==> src/rtl/ret_pkg.sv <==
package ret_pkg;
  parameter int unsigned PC_W    = 21;
  parameter int unsigned DEPTH   = 31;
  parameter int unsigned DATA_W  = 8;
  parameter int unsigned FLAG_W  = 5;
  parameter int unsigned BANK_W  = 4;
  parameter int unsigned LUP_W   = 5;
  parameter int unsigned INSTR_W = 16;

  // upper fifteen opcode bits shared by both return forms
  localparam logic [INSTR_W-2:0] RET_OPC_HI = 15'h0009;

  typedef enum logic [2:0] {
    SEL_WORK  = 3'd0,
    SEL_FLAGS = 3'd1,
    SEL_BANK  = 3'd2,
    SEL_LHI   = 3'd3,
    SEL_LUP   = 3'd4
  } reg_sel_e;
endpackage

==> src/rtl/ret_decode.sv <==
module ret_decode
  import ret_pkg::*;
#(
  parameter int unsigned IW = INSTR_W
) (
  input  logic          valid,
  input  logic [IW-1:0] word,
  input  logic          busy,
  output logic          accept,
  output logic          ret_fire,
  output logic          seq_fire,
  output logic          restore_bit
);
  logic is_ret;

  always_comb begin
    accept      = valid && !busy;
    is_ret      = (word[IW-1:1] == RET_OPC_HI);
    ret_fire    = accept && is_ret;
    seq_fire    = accept && !is_ret;
    restore_bit = word[0];
  end
endmodule

==> src/rtl/ret_stack.sv <==
module ret_stack #(
  parameter int unsigned AW    = 21,
  parameter int unsigned DEPTH = 31,
  localparam int unsigned SPW  = $clog2(DEPTH + 1)
) (
  input  logic           clk,
  input  logic           rst_n,
  input  logic           push,
  input  logic [AW-1:0]  push_data,
  input  logic           pop,
  output logic [AW-1:0]  top,
  output logic [SPW-1:0] sp,
  output logic           empty,
  output logic           underflow
);
  localparam logic [SPW-1:0] SP_FULL = SPW'(DEPTH);

  logic [AW-1:0]  mem [DEPTH];
  logic [SPW-1:0] sp_q, sp_d;
  logic           uf_q, uf_d;
  logic           full, wr_en;

  always_comb begin
    empty = (sp_q == '0);
    full  = (sp_q == SP_FULL);
    wr_en = push && !pop && !full;
    sp_d  = sp_q;
    uf_d  = uf_q;
    if (pop) begin
      if (empty) uf_d = 1'b1;
      else       sp_d = sp_q - SPW'(1);
    end else if (wr_en) begin
      sp_d = sp_q + SPW'(1);
    end
  end

  always_ff @(posedge clk or negedge rst_n) begin
    if (!rst_n) begin
      sp_q <= '0;
      uf_q <= 1'b0;
    end else begin
      sp_q <= sp_d;
      uf_q <= uf_d;
    end
  end

  always_ff @(posedge clk) begin
    if (wr_en) mem[sp_q] <= push_data;
  end

  always_comb begin
    top       = empty ? '0 : mem[sp_q - SPW'(1)];
    sp        = sp_q;
    underflow = uf_q;
  end


  pop_dec_chk: assert property (@(posedge clk) disable iff (!rst_n)
    (pop && !empty) |=> (sp_q == $past(sp_q) - SPW'(1)));

  uf_sticky_chk: assert property (@(posedge clk) disable iff (!rst_n)
    uf_q |=> uf_q);

  no_overflow_chk: assert property (@(posedge clk) disable iff (!rst_n)
    (push && !pop && full) |=> (sp_q == SP_FULL));
endmodule

==> src/rtl/ret_regfile.sv <==
module ret_regfile
  import ret_pkg::*;
#(
  parameter int unsigned DW = DATA_W,
  parameter int unsigned FW = FLAG_W,
  parameter int unsigned BW = BANK_W,
  parameter int unsigned UW = LUP_W
) (
  input  logic          clk,
  input  logic          rst_n,
  input  logic          wr_en,
  input  logic [2:0]    wr_sel,
  input  logic [DW-1:0] wr_data,
  input  logic          capture,
  input  logic          restore,
  output logic [DW-1:0] work,
  output logic [FW-1:0] flags,
  output logic [BW-1:0] bank,
  output logic [DW-1:0] lat_hi,
  output logic [UW-1:0] lat_up
);
  logic [DW-1:0] work_q, work_d, sh_work_q, sh_work_d;
  logic [FW-1:0] flag_q, flag_d, sh_flag_q, sh_flag_d;
  logic [BW-1:0] bank_q, bank_d, sh_bank_q, sh_bank_d;
  logic [DW-1:0] lhi_q, lhi_d;
  logic [UW-1:0] lup_q, lup_d;

  always_comb begin
    work_d    = work_q;
    flag_d    = flag_q;
    bank_d    = bank_q;
    lhi_d     = lhi_q;
    lup_d     = lup_q;
    sh_work_d = sh_work_q;
    sh_flag_d = sh_flag_q;
    sh_bank_d = sh_bank_q;
    if (capture) begin
      sh_work_d = work_q;
      sh_flag_d = flag_q;
      sh_bank_d = bank_q;
    end
    if (restore) begin
      work_d = sh_work_q;
      flag_d = sh_flag_q;
      bank_d = sh_bank_q;
    end else if (wr_en) begin
      case (reg_sel_e'(wr_sel))
        SEL_WORK:  work_d = wr_data;
        SEL_FLAGS: flag_d = wr_data[FW-1:0];
        SEL_BANK:  bank_d = wr_data[BW-1:0];
        SEL_LHI:   lhi_d  = wr_data;
        SEL_LUP:   lup_d  = wr_data[UW-1:0];
        default:   ;
      endcase
    end
  end

  always_ff @(posedge clk or negedge rst_n) begin
    if (!rst_n) begin
      work_q    <= '0;
      flag_q    <= '0;
      bank_q    <= '0;
      lhi_q     <= '0;
      lup_q     <= '0;
      sh_work_q <= '0;
      sh_flag_q <= '0;
      sh_bank_q <= '0;
    end else begin
      work_q    <= work_d;
      flag_q    <= flag_d;
      bank_q    <= bank_d;
      lhi_q     <= lhi_d;
      lup_q     <= lup_d;
      sh_work_q <= sh_work_d;
      sh_flag_q <= sh_flag_d;
      sh_bank_q <= sh_bank_d;
    end
  end

  always_comb begin
    work   = work_q;
    flags  = flag_q;
    bank   = bank_q;
    lat_hi = lhi_q;
    lat_up = lup_q;
  end


  restore_chk: assert property (@(posedge clk) disable iff (!rst_n)
    restore |=> (work_q == $past(sh_work_q) && flag_q == $past(sh_flag_q)
                 && bank_q == $past(sh_bank_q)));

  latch_keep_chk: assert property (@(posedge clk) disable iff (!rst_n)
    restore |=> ($stable(lhi_q) && $stable(lup_q)));
endmodule

==> src/rtl/ret_unit.sv <==
module ret_unit
  import ret_pkg::*;
#(
  parameter int unsigned AW  = PC_W,
  parameter int unsigned DEP = DEPTH,
  parameter int unsigned DW  = DATA_W,
  parameter int unsigned FW  = FLAG_W,
  parameter int unsigned BW  = BANK_W,
  parameter int unsigned UW  = LUP_W,
  localparam int unsigned SPW = $clog2(DEP + 1)
) (
  input  logic           clk,
  input  logic           rst_n,
  input  logic           instr_valid,
  input  logic [15:0]    instr_word,
  input  logic           call_en,
  input  logic [AW-1:0]  call_target,
  input  logic           reg_we,
  input  logic [2:0]     reg_sel,
  input  logic [DW-1:0]  reg_wdata,
  output logic [AW-1:0]  pc,
  output logic           busy,
  output logic [SPW-1:0] stk_ptr,
  output logic           stk_underflow,
  output logic [DW-1:0]  work_reg,
  output logic [FW-1:0]  flags_reg,
  output logic [BW-1:0]  bank_sel,
  output logic [DW-1:0]  pc_latch_hi,
  output logic [UW-1:0]  pc_latch_up
);
  logic           accept, ret_fire, seq_fire, restore_bit;
  logic           side_ok, push_en, wr_ok, restore;
  logic [AW-1:0]  pc_q, pc_d, next_seq, stk_top;
  logic           busy_q, busy_d;
  logic           stk_empty;

  ret_decode #(.IW(16)) u_dec (
    .valid       (instr_valid),
    .word        (instr_word),
    .busy        (busy_q),
    .accept      (accept),
    .ret_fire    (ret_fire),
    .seq_fire    (seq_fire),
    .restore_bit (restore_bit)
  );

  always_comb begin
    side_ok  = !accept;
    push_en  = call_en && side_ok;
    wr_ok    = reg_we && side_ok;
    restore  = ret_fire && restore_bit;
    next_seq = pc_q + AW'(2);
  end

  ret_stack #(.AW(AW), .DEPTH(DEP)) u_stk (
    .clk       (clk),
    .rst_n     (rst_n),
    .push      (push_en),
    .push_data (next_seq),
    .pop       (ret_fire),
    .top       (stk_top),
    .sp        (stk_ptr),
    .empty     (stk_empty),
    .underflow (stk_underflow)
  );

  ret_regfile #(.DW(DW), .FW(FW), .BW(BW), .UW(UW)) u_rf (
    .clk     (clk),
    .rst_n   (rst_n),
    .wr_en   (wr_ok),
    .wr_sel  (reg_sel),
    .wr_data (reg_wdata),
    .capture (push_en),
    .restore (restore),
    .work    (work_reg),
    .flags   (flags_reg),
    .bank    (bank_sel),
    .lat_hi  (pc_latch_hi),
    .lat_up  (pc_latch_up)
  );

  always_comb begin
    pc_d   = pc_q;
    busy_d = ret_fire;
    if (ret_fire)      pc_d = stk_empty ? '0 : stk_top;
    else if (seq_fire) pc_d = next_seq;
    else if (push_en)  pc_d = call_target;
  end

  always_ff @(posedge clk or negedge rst_n) begin
    if (!rst_n) begin
      pc_q   <= '0;
      busy_q <= 1'b0;
    end else begin
      pc_q   <= pc_d;
      busy_q <= busy_d;
    end
  end

  always_comb begin
    pc   = pc_q;
    busy = busy_q;
  end


  busy_once_chk: assert property (@(posedge clk) disable iff (!rst_n)
    busy_q |=> !busy_q);

  busy_ignore_chk: assert property (@(posedge clk) disable iff (!rst_n)
    (busy_q && !call_en) |=> ($stable(pc_q) && $stable(stk_ptr)));

  empty_pop_chk: assert property (@(posedge clk) disable iff (!rst_n)
    (ret_fire && stk_empty) |=> (pc_q == '0 && stk_underflow && stk_ptr == '0));

  no_restore_chk: assert property (@(posedge clk) disable iff (!rst_n)
    (ret_fire && !restore_bit) |=> ($stable(work_reg) && $stable(flags_reg)
                                    && $stable(bank_sel)));

  seq_step_chk: assert property (@(posedge clk) disable iff (!rst_n)
    seq_fire |=> (pc_q == $past(pc_q) + AW'(2) && $stable(stk_ptr)));
endmodule

==> config.mk <==
export PLATFORM = sky130hd
export DESIGN_NAME = ret_unit
export DESIGN_NICKNAME = d
export VERILOG_FILES = /design/src/rtl/ret_pkg.sv /design/src/rtl/ret_decode.sv /design/src/rtl/ret_stack.sv /design/src/rtl/ret_regfile.sv /design/src/rtl/ret_unit.sv
export SDC_FILE = /design/constraint.sdc
export NUM_CORES = 1
export LEC_CHECK = 0
export BUFFER_PORTS_ARGS = -buffer_cell sky130_fd_sc_hd__buf_4
export CORE_MARGIN = 2
export CORE_UTILIZATION = 47
export CTS_BUF_LIST = sky130_fd_sc_hd__clkbuf_16
export DETAILED_ROUTE_END_ITERATION = 8
export MAX_ROUTING_LAYER = met4
export PLACE_DENSITY = 0.67
export SLEW_MARGIN = 0
export SYNTH_ARGS = -nofsm -noshare
export SYNTH_HDL_FRONTEND = slang
export SYNTH_HIERARCHICAL = 1
export SYNTH_SLANG_ARGS = --single-unit
==> constraint.sdc <==
create_clock -name clk -period 4.03 [get_ports clk]
set_input_delay 1.0075 -clock clk [delete_from_list [all_inputs] [get_ports clk]]
set_output_delay 1.0075 -clock clk [all_outputs]
set_load 0.05 [all_outputs]
* Yosys cells after proc, flatten, opt, wreduce, memory -nomap -nowiden
Memories as Yosys holds them, arrays and structs flattened. Cells that the tools add are included. W data, S select, Z words.
Word-level totals: flip-flop bits (word level) 75, bits in writable memories 651, input port bits 53, output and inout port bits 58, word-level logic and storage cells 70, memories 1
Memory list:
- u_stk.mem | words 31, width 21, read ports 1, clocked after Yosys merged registers in 0, write ports 1, RTL line ret_stack.sv:18 | logic [AW-1:0] mem [DEPTH];
Operators by class: $add $sub $neg 3, equality and inequality tests 7, muxes and demuxes 18, bitwise gates (word level) 1, reductions and logical operators 28
Operators by type and width (count):
- $mux W21 | 4
- $mux W5 | 6
- $mux W8 | 3
- $add A21 B2 Y21 const B | 1
- $eq A15 B4 Y1 const B | 1
- $mux W4 | 3
- $reduce_and A2 Y1 | 5
- $reduce_bool A2 Y1 | 5
- $logic_and A1 B1 Y1 | 8
- $eq A3 B2 Y1 const B | 2
- $reduce_and A3 Y1 | 2
- $add A5 B1 Y5 const B | 1
- $eq A5 B5 Y1 const B | 1
- $logic_not A1 Y1 | 5
- $logic_not A5 Y1 | 1
- $sub A5 B1 Y5 const B | 1
- $eq A3 B1 Y1 const B | 1
- $eq A3 B3 Y1 const B | 1
- $logic_not A3 Y1 | 1
- $reduce_bool A3 Y1 | 1
- $mux W1 | 2
- $ne A2 B2 Y1 const B | 1
- $not A1 Y1 | 1

* Logic depth before layout (Yosys ltp)
Gate-level depths: netlist of the first run.
depth after elaboration 8, mapped depth 17, mapped depth without buffers 10

* Hierarchy
Netlist of the first run, hierarchy kept.
By module, submodules not included:
- ret_stack | times used 1, cells an instance 1219, area each 25614.6 um2
- ret_regfile | times used 1, cells an instance 144, area each 1975.6 um2
- ret_unit | times used 1, cells an instance 206, area each 1717.9 um2
- ret_decode | times used 1, cells an instance 9, area each 86.3 um2

* Worst setup path before layout of the first run
No wires, ideal clock.
path type register to register, from reg u_stk.sp_q[0], in the netlist u_stk/sp[0], to reg pc_q[17], in the netlist pc[17], data arrival time 3.624 ns, data required time 3.904 ns, path slack 0.280 ns, cell stages (with the launch flop) 15, path buffers 5, cell sequence dfrtp_1 buf_6 buf_8 buf_6 buf_2 inv_1 ha_1 xor2_2 buf_2 mux4_2 mux4_2 o2bb2ai_1 a22oi_1 nor2_1 a221o_1
On the way: cells in the longest elaborated chain, start to end 4
RTL lines:
- from (decl) | RTL line ret_stack.sv:19 | logic [SPW-1:0] sp_q, sp_d;
- from (signal assigned) | RTL line ret_stack.sv:42 | sp_q <= sp_d;
- $sub A5 B1 Y5 | RTL line ret_stack.sv:52 | top = empty ? '0 : mem[sp_q - SPW'(1)];
- $mem_v2 Z31 W21
- named net stk_top[17] | RTL line ret_unit.sv:33 | logic [AW-1:0] pc_q, pc_d, next_seq, stk_top;
- $mux W21 (2 in a row) | RTL line ret_unit.sv:85 | if (ret_fire) pc_d = stk_empty ? '0 : stk_top;
- to (signal assigned) | RTL line ret_unit.sv:95 | pc_q <= pc_d;
- to (decl) | RTL line ret_unit.sv:33
The timed path passes the listed nets, and every way through them passes these cells. A chain may end at the register's enable or synchronous reset.

* Worst setup path after layout of the first run
from reg u_stk.sp_q[0], in the netlist u_stk/sp[0], to reg pc_q[8], in the netlist pc[8]
Same word-level chain as after synthesis.

==> results of run 1 <==
[cell families after synthesis]
family                   count (synthesis)  share of synthesized area
AO/OA/AOI/OAI                          174                     0.0380
XOR/XNOR                                25                    0.00834
adder cells (fa/ha/maj)                  7                    0.00298
buffers and inverters                  104                     0.0191
flip-flops                             726                      0.729
multiplexers                           243                      0.154
AND/OR/NAND/NOR                        299                     0.0487
[critical path, delay by kind of cell, from the launching register on]
| kind | cells | cell delay, ns |
|---|---|---|
| AOI/OAI and AO/OA | 4 | 0.73 |
| xor gates and xnor gates | 1 | 0.29 |
| adders and majority gates | 1 | 0.42 |
| buffers and inverters | 2 | 0.53 |
| DFF | 1 | 0.51 |
| muxes | 2 | 0.92 |
[routing by layer]
metal / track usage / wire length, µm / share of wire
met4: 0.0624 / 1430 / 0.021
met5: - / 0 / 0
met2: 0.339 / 32500 / 0.48
met1: 0.298 / 27900 / 0.41
met3: 0.0416 / 5500 / 0.082
[stage by stage]
step	cell area, µm²	setup slack (ns)
4_1_cts	34000	0.494
3_5_place_dp	31800	0.257
5_1_grt	34000	0.353
3_3_place_gp	31800	0.265
6_report	34000	0.425
2_1_floorplan	29400	0.280
[power by group through the flow]
| stage | Combinational (mW) | Sequential [mW] | Clock (mW) |
|---|---|---|---|
| 5_1_grt | 10.1 | 9.21 | 6.73 |
| 2_1_floorplan | 5.94 | 9.71 | 0 |
| 3_3_place_gp | 9.38 | 9.31 | 0 |
| 4_1_cts | 9.50 | 9.18 | 6.47 |
| 6_report | 9.48 | 9.18 | 6.35 |
| 3_5_place_dp | 9.44 | 9.33 | 0 |
[path summary, 6_finish.rpt]
check                                              start                         to  slack (ns)  depth (start not counted)
hold reg to reg            u_rf/sh_flag_q[3]$_DFFE_PN0P_  u_rf/flags[3]$_DFFE_PN0P_        0.48                          2
min in group asynchronous                          rst_n   u_rf/bank[0]$_DFFE_PN0P_        0.58                          1
max in group asynchronous                          rst_n    u_stk/sp[0]$_DFFE_PN0P_        2.73                          1
setup / recovery                 u_stk/sp[0]$_DFFE_PN0P_          pc[8]$_DFFE_PN0P_        0.43                         10
hold / removal             u_rf/sh_flag_q[3]$_DFFE_PN0P_  u_rf/flags[3]$_DFFE_PN0P_        0.48                          2
setup reg to reg                 u_stk/sp[0]$_DFFE_PN0P_          pc[8]$_DFFE_PN0P_        0.43                         10
[Yosys cell counts, types with 7 or more instances]
cell	count	share of area
clkbuf_1	40	0.0051
nand4_1	10	0.0021
xor2_1	12	0.0036
a22o_1	7	0.0021
nand2_1	161	0.021
mux2i_1	47	0.016
mux4_2	164	0.13
buf_2	26	0.0044
nor3_1	9	0.0015
mux2_2	31	0.012
nor3b_1	7	0.0018
xnor2_1	11	0.0033
buf_6	11	0.0042
o21ai_1	14	0.0024
nand3_1	10	0.0017
a21oi_1	51	0.0087
o21ai_0	39	0.0066
inv_1	10	0.0013
buf_4	9	0.0023
ha_1	7	0.0030
nor2_1	55	0.0070
dfrtp_1	75	0.064
edfxtp_1	651	0.67
o2bb2ai_1	26	0.0077
[area by class of cell]
type	instances	area, µm²	area share
Clock buffer	76	1900	0.0559
Sequential cell	726	21400	0.630
Timing Repair Buffer	204	1620	0.0477
Clock inverter	53	329	0.00967
Antenna cell	1	2.50	0.0000735
Multi-Input combinational cell	748	7670	0.225
Tap cell	837	1050	0.0308
Inverter	10	37.5	0.00110
==> out/qor.yml, run 1 <==
outcome: "finished, final reports clean"
drv_cap: 0
wire_per_inst_um: 25.4
syn-num-nets: 1638
final_cell_mix: "651 x edfxtp_1, 196 x buf_4, 164 x mux4_2, 161 x nand2_1, 76 x clkbuf_16"
coreArea_mm2: 0.0618
clock_latency_ns: 0.61
cts_buffer_depth: 3
start_kind: "register"
die_height_um: 254
p_clk_frac: 0.254
wl_um: 67300
worstMarginPinSlew_ns: 1.09
intPower_mw: 16.3
p_comb_frac: 0.379
period_needed_ns: 3.60
crit_chain: "inv_1 > ha_1 > xor2_4 > buf_12 > mux4_2 > mux4_2 > o2bb2ai_1 > a22oi_1 > o31a_1 > o22ai_1"
grt_pass1_vias: 15600
ir_drop_v: 0.000508
syn_area_mm2: 0.0294
h-tree-depth: 3
tns_ns: 0
fin_total_pwr_mw: 25.0
overflow: 0
ys_warn_count: 6
cts_setup_buffers: 0
ctsHoldBuffers: 0
synth-edff-count: 651
switching_share: 0.348
ant_nets: 0
cts_made_buffers: 72
async_flop_share: 0.103
pwr-share-seq: 0.367
fp.dieArea_mm2: 0.0646
p_leak_nw: 11.6
fp.dieW_um: 254
worst_hold_slack_ns: 0.476
cts.sinks: 726
critical_path_class: "reg2reg"
p_sw_mw: 8.71
crit_slowest_cell: "mux4_2"
worstPathArrival_ns: 4.06
post-route-util: 0.551
fin_nets: 1822
grt_pass1_wl_um: 100000
finalMaxSlewViolations: 0
drc: 0
routed-via-count: 15600
grt_setup_unrepaired: "no"
final_common_cell: "edfxtp_1"
synth_cell_types: 68
grt_usage: 0.218
cpPeakStageDelay_ns: 0.56
crit_path_end_kind: "register"
cp_max_fo: 55
timing.slew.headroom: 0.271
hp-class: "reg2reg"
dp_hpwl_um: 41600
ys_ff_latch: 726
cts_root_buf: "clkbuf_16"
routabilityCongestion: 0.843
ios: 111
initial_core_util: 0.475
dpl.cell_count: 2524
ys_seq_area_frac: 0.729
port_buffers: 110
dr.first_iter.drc_count: 1483
cts_resized: 0
area_growth_pct: 15.8
finalCritPeriodShare: 0.894
clk_pin_slew_ns: 0.06
crit_top_cell: "mux4_2"
antenna_found_initial: 1
powerDensity_mw_per_mm2: 734
skew_ns: 0.0276
first_pass_iters: 5
viasPerCell: 5.86
regMostFlops: "u_stk/mem"
num_rows: 91
syn_inst: 1578
critical_path_required_ns: 4.49
cts_tree: "done"
grt_max_degree: 120
max_freq_mhz: 277
drive_above_1_share: 0.311
setup-violations-final: 0
largest_reg_flops: 651
avgSynthCellArea_um2: 18.6
hold_violations: 0
layout.cells.non_filler: 2655
synthFlopType: "edfxtp_1"
fill_cells: 4704
No activity file was read; power rests on OpenSTA's default activity.
==> inputs of run 2 (changes only) <==
--- a/config.mk
+++ b/config.mk
@@ -7,11 +7,11 @@
 export LEC_CHECK = 0
 export BUFFER_PORTS_ARGS = -buffer_cell sky130_fd_sc_hd__buf_4
 export CORE_MARGIN = 2
-export CORE_UTILIZATION = 47
+export CORE_UTILIZATION = 50
 export CTS_BUF_LIST = sky130_fd_sc_hd__clkbuf_16
 export DETAILED_ROUTE_END_ITERATION = 8
 export MAX_ROUTING_LAYER = met4
-export PLACE_DENSITY = 0.67
+export PLACE_DENSITY = 0.71
 export SLEW_MARGIN = 0
 export SYNTH_ARGS = -nofsm -noshare
 export SYNTH_HDL_FRONTEND = slang
==> out/qor.yml, run 2 (synthesized netlist as in run 1, its figures left out) <==
dp_hpwl_um: 43200  # +3.9%
cts_resized: 0  # unchanged
hp-class: "reg2reg"
cpPeakStageDelay_ns: 0.59  # +0.03 ns
h-tree-depth: 3  # unchanged
cts.sinks: 726  # unchanged
ant_nets: 0  # unchanged
cp_max_fo: 30  # -45%
regMostFlops: "u_stk/mem"
cts_made_buffers: 73  # +1.4%
grt_usage: 0.240  # +0.0222
regToRegSetupSlack_ns: 0.29  # -0.14 ns
area_growth_pct: 15.2
grt_max_degree: 90  # -25%
cpLargestDelayFamily: "multiplexers"
clock_latency_ns: 0.62  # about the same
worstMarginPinSlew_ns: 1.29  # +0.202 ns
path_buf_inv: 3  # +1
tns_ns: 0  # unchanged
wl_um: 69900  # +3.8%
critical_path_class: "reg2reg"
crit_chain: "inv_1 > ha_1 > xor2_4 > buf_12 > buf_12 > mux4_2 > mux4_2 > o2bb2ai_1 > a22o_1 > a21oi_1 > o2bb2ai_1"
powerDensity_mw_per_mm2: 740  # +0.78%
final_common_cell: "edfxtp_1"
p_leak_nw: 11.5  # -0.63%
cts_tree: "done"
outcome: "finished, final reports clean"
drv_cap: 0  # unchanged
antenna_found_initial: 1  # unchanged
grt_setup_unrepaired: "no"
antenna_cells: 0  # -1
fin_nets: 1815  # -0.38%
timing.slew.headroom: 0.137  # -0.134
ios: 111  # unchanged
hold_violations: 0  # unchanged
dr.first_iter.drc_count: 1839  # +24%
coreArea_mm2: 0.0579  # -6.3%
ir_drop_v: 0.000858  # +69%
routed-via-count: 15800  # +1.6%
setup-violations-final: 0  # unchanged
ctsHoldBuffers: 0  # unchanged
cts_root_buf: "clkbuf_16"
largest_reg_flops: 651  # unchanged
crit_slowest_cell: "xor2_4"
grt_pass1_vias: 16000  # +2.7%
finalCritPeriodShare: 0.929  # +0.0344
viasPerCell: 6.14  # +4.8%
skew_ns: 0.0198  # -0.00789 ns
drc: 0  # unchanged
die_height_um: 246  # -3.0%
clk_pin_slew_ns: 0.06  # about the same
num_rows: 88  # -3.3%
routabilityCongestion: 0.917  # +8.9%
start_kind: "register"
worstPathArrival_ns: 4.23  # +0.17 ns
wire_per_inst_um: 27.2  # +7.2%
cts_setup_buffers: 0  # unchanged
crit_path_end_kind: "register"
fp.dieW_um: 246  # -3.0%
finalMaxSlewViolations: 0  # unchanged
max_freq_mhz: 267  # -3.7%
critical_path_required_ns: 4.52  # +0.03 ns
initial_core_util: 0.508  # +0.0321
final_cell_mix: "651 x edfxtp_1, 190 x buf_4, 164 x mux4_2, 161 x nand2_1, 75 x clkbuf_16"
port_buffers: 110  # unchanged
grt_pass1_wl_um: 104000  # +3.3%
cts_buffer_depth: 3  # unchanged
worst_hold_slack_ns: 0.459  # -0.0174 ns
first_pass_iters: 5  # unchanged
fp.dieArea_mm2: 0.0607  # -5.9%
period_needed_ns: 3.74  # +0.138 ns
drive_above_1_share: 0.310  # -0.000665
overflow: 0  # unchanged
==> run 2: cell types whose count changed in the layout (fill, tap and decap cells not counted), moves of 2 or more <==
cell,before,now
inv_1,33,28
buf_4,196,190
xor2_2,10,8
xor2_4,1,3
clkinvlp_4,0,2
clkinv_8,1,3
clkinv_2,9,12
==> run 2: per-stage QoR <==
step	total power, mW	area [µm²]	worst slack, ns	util	cells
after floorplan	15.7	29400	0.280	-	1578
after global placement	18.8	31600	0.104	0.546	2445
after detailed placement	19.0	31600	0.0141	0.546	2445
after CTS	25.2	33900	0.334	0.585	2573
after global routing	26.1	33900	0.174	0.585	2573
final	25.1	33900	0.287	0.585	2573
==> run 2: final timing paths <==
kind,from,to,depth (start not counted)
hold / removal,u_stk/underflow$_DFFE_PN0P_,u_stk/underflow$_DFFE_PN0P_,1
setup / recovery,u_stk/sp[0]$_DFFE_PN0P_,pc[13]$_DFFE_PN0P_,11
min in group asynchronous,rst_n,u_rf/sh_bank_q[0]$_DFFE_PN0P_,1
setup reg to reg,u_stk/sp[0]$_DFFE_PN0P_,pc[13]$_DFFE_PN0P_,11
hold reg to reg,u_stk/underflow$_DFFE_PN0P_,u_stk/underflow$_DFFE_PN0P_,1
max in group asynchronous,rst_n,u_stk/sp[0]$_DFFE_PN0P_,1
==> run 2: area by class of cell <==
type,instances,area [µm²]
Clock buffer,75,1880
Timing Repair Buffer,196,1550
Inverter,10,37.5
Sequential cell,726,21400
Fill cell,4189,24000
Tap cell,765,957
Clock inverter,53,334
Multi-Input combinational cell,748,7690
==> run 2: where the power goes <==
part,total [mW],internal [mW],switching [mW]
registers,9.23,8.93,0.301
logic,9.55,3.76,5.79
clock network,6.29,3.51,2.78
==> run 2: per-layer routing <==
metal	routed length (µm)	GRT usage	vias to the layer above
li1	-	-	6667
met2	33300	0.366	747
met4	1670	0.0732	0
met1	28600	0.331	8279
met5	0	-	-
met3	6300	0.0499	103
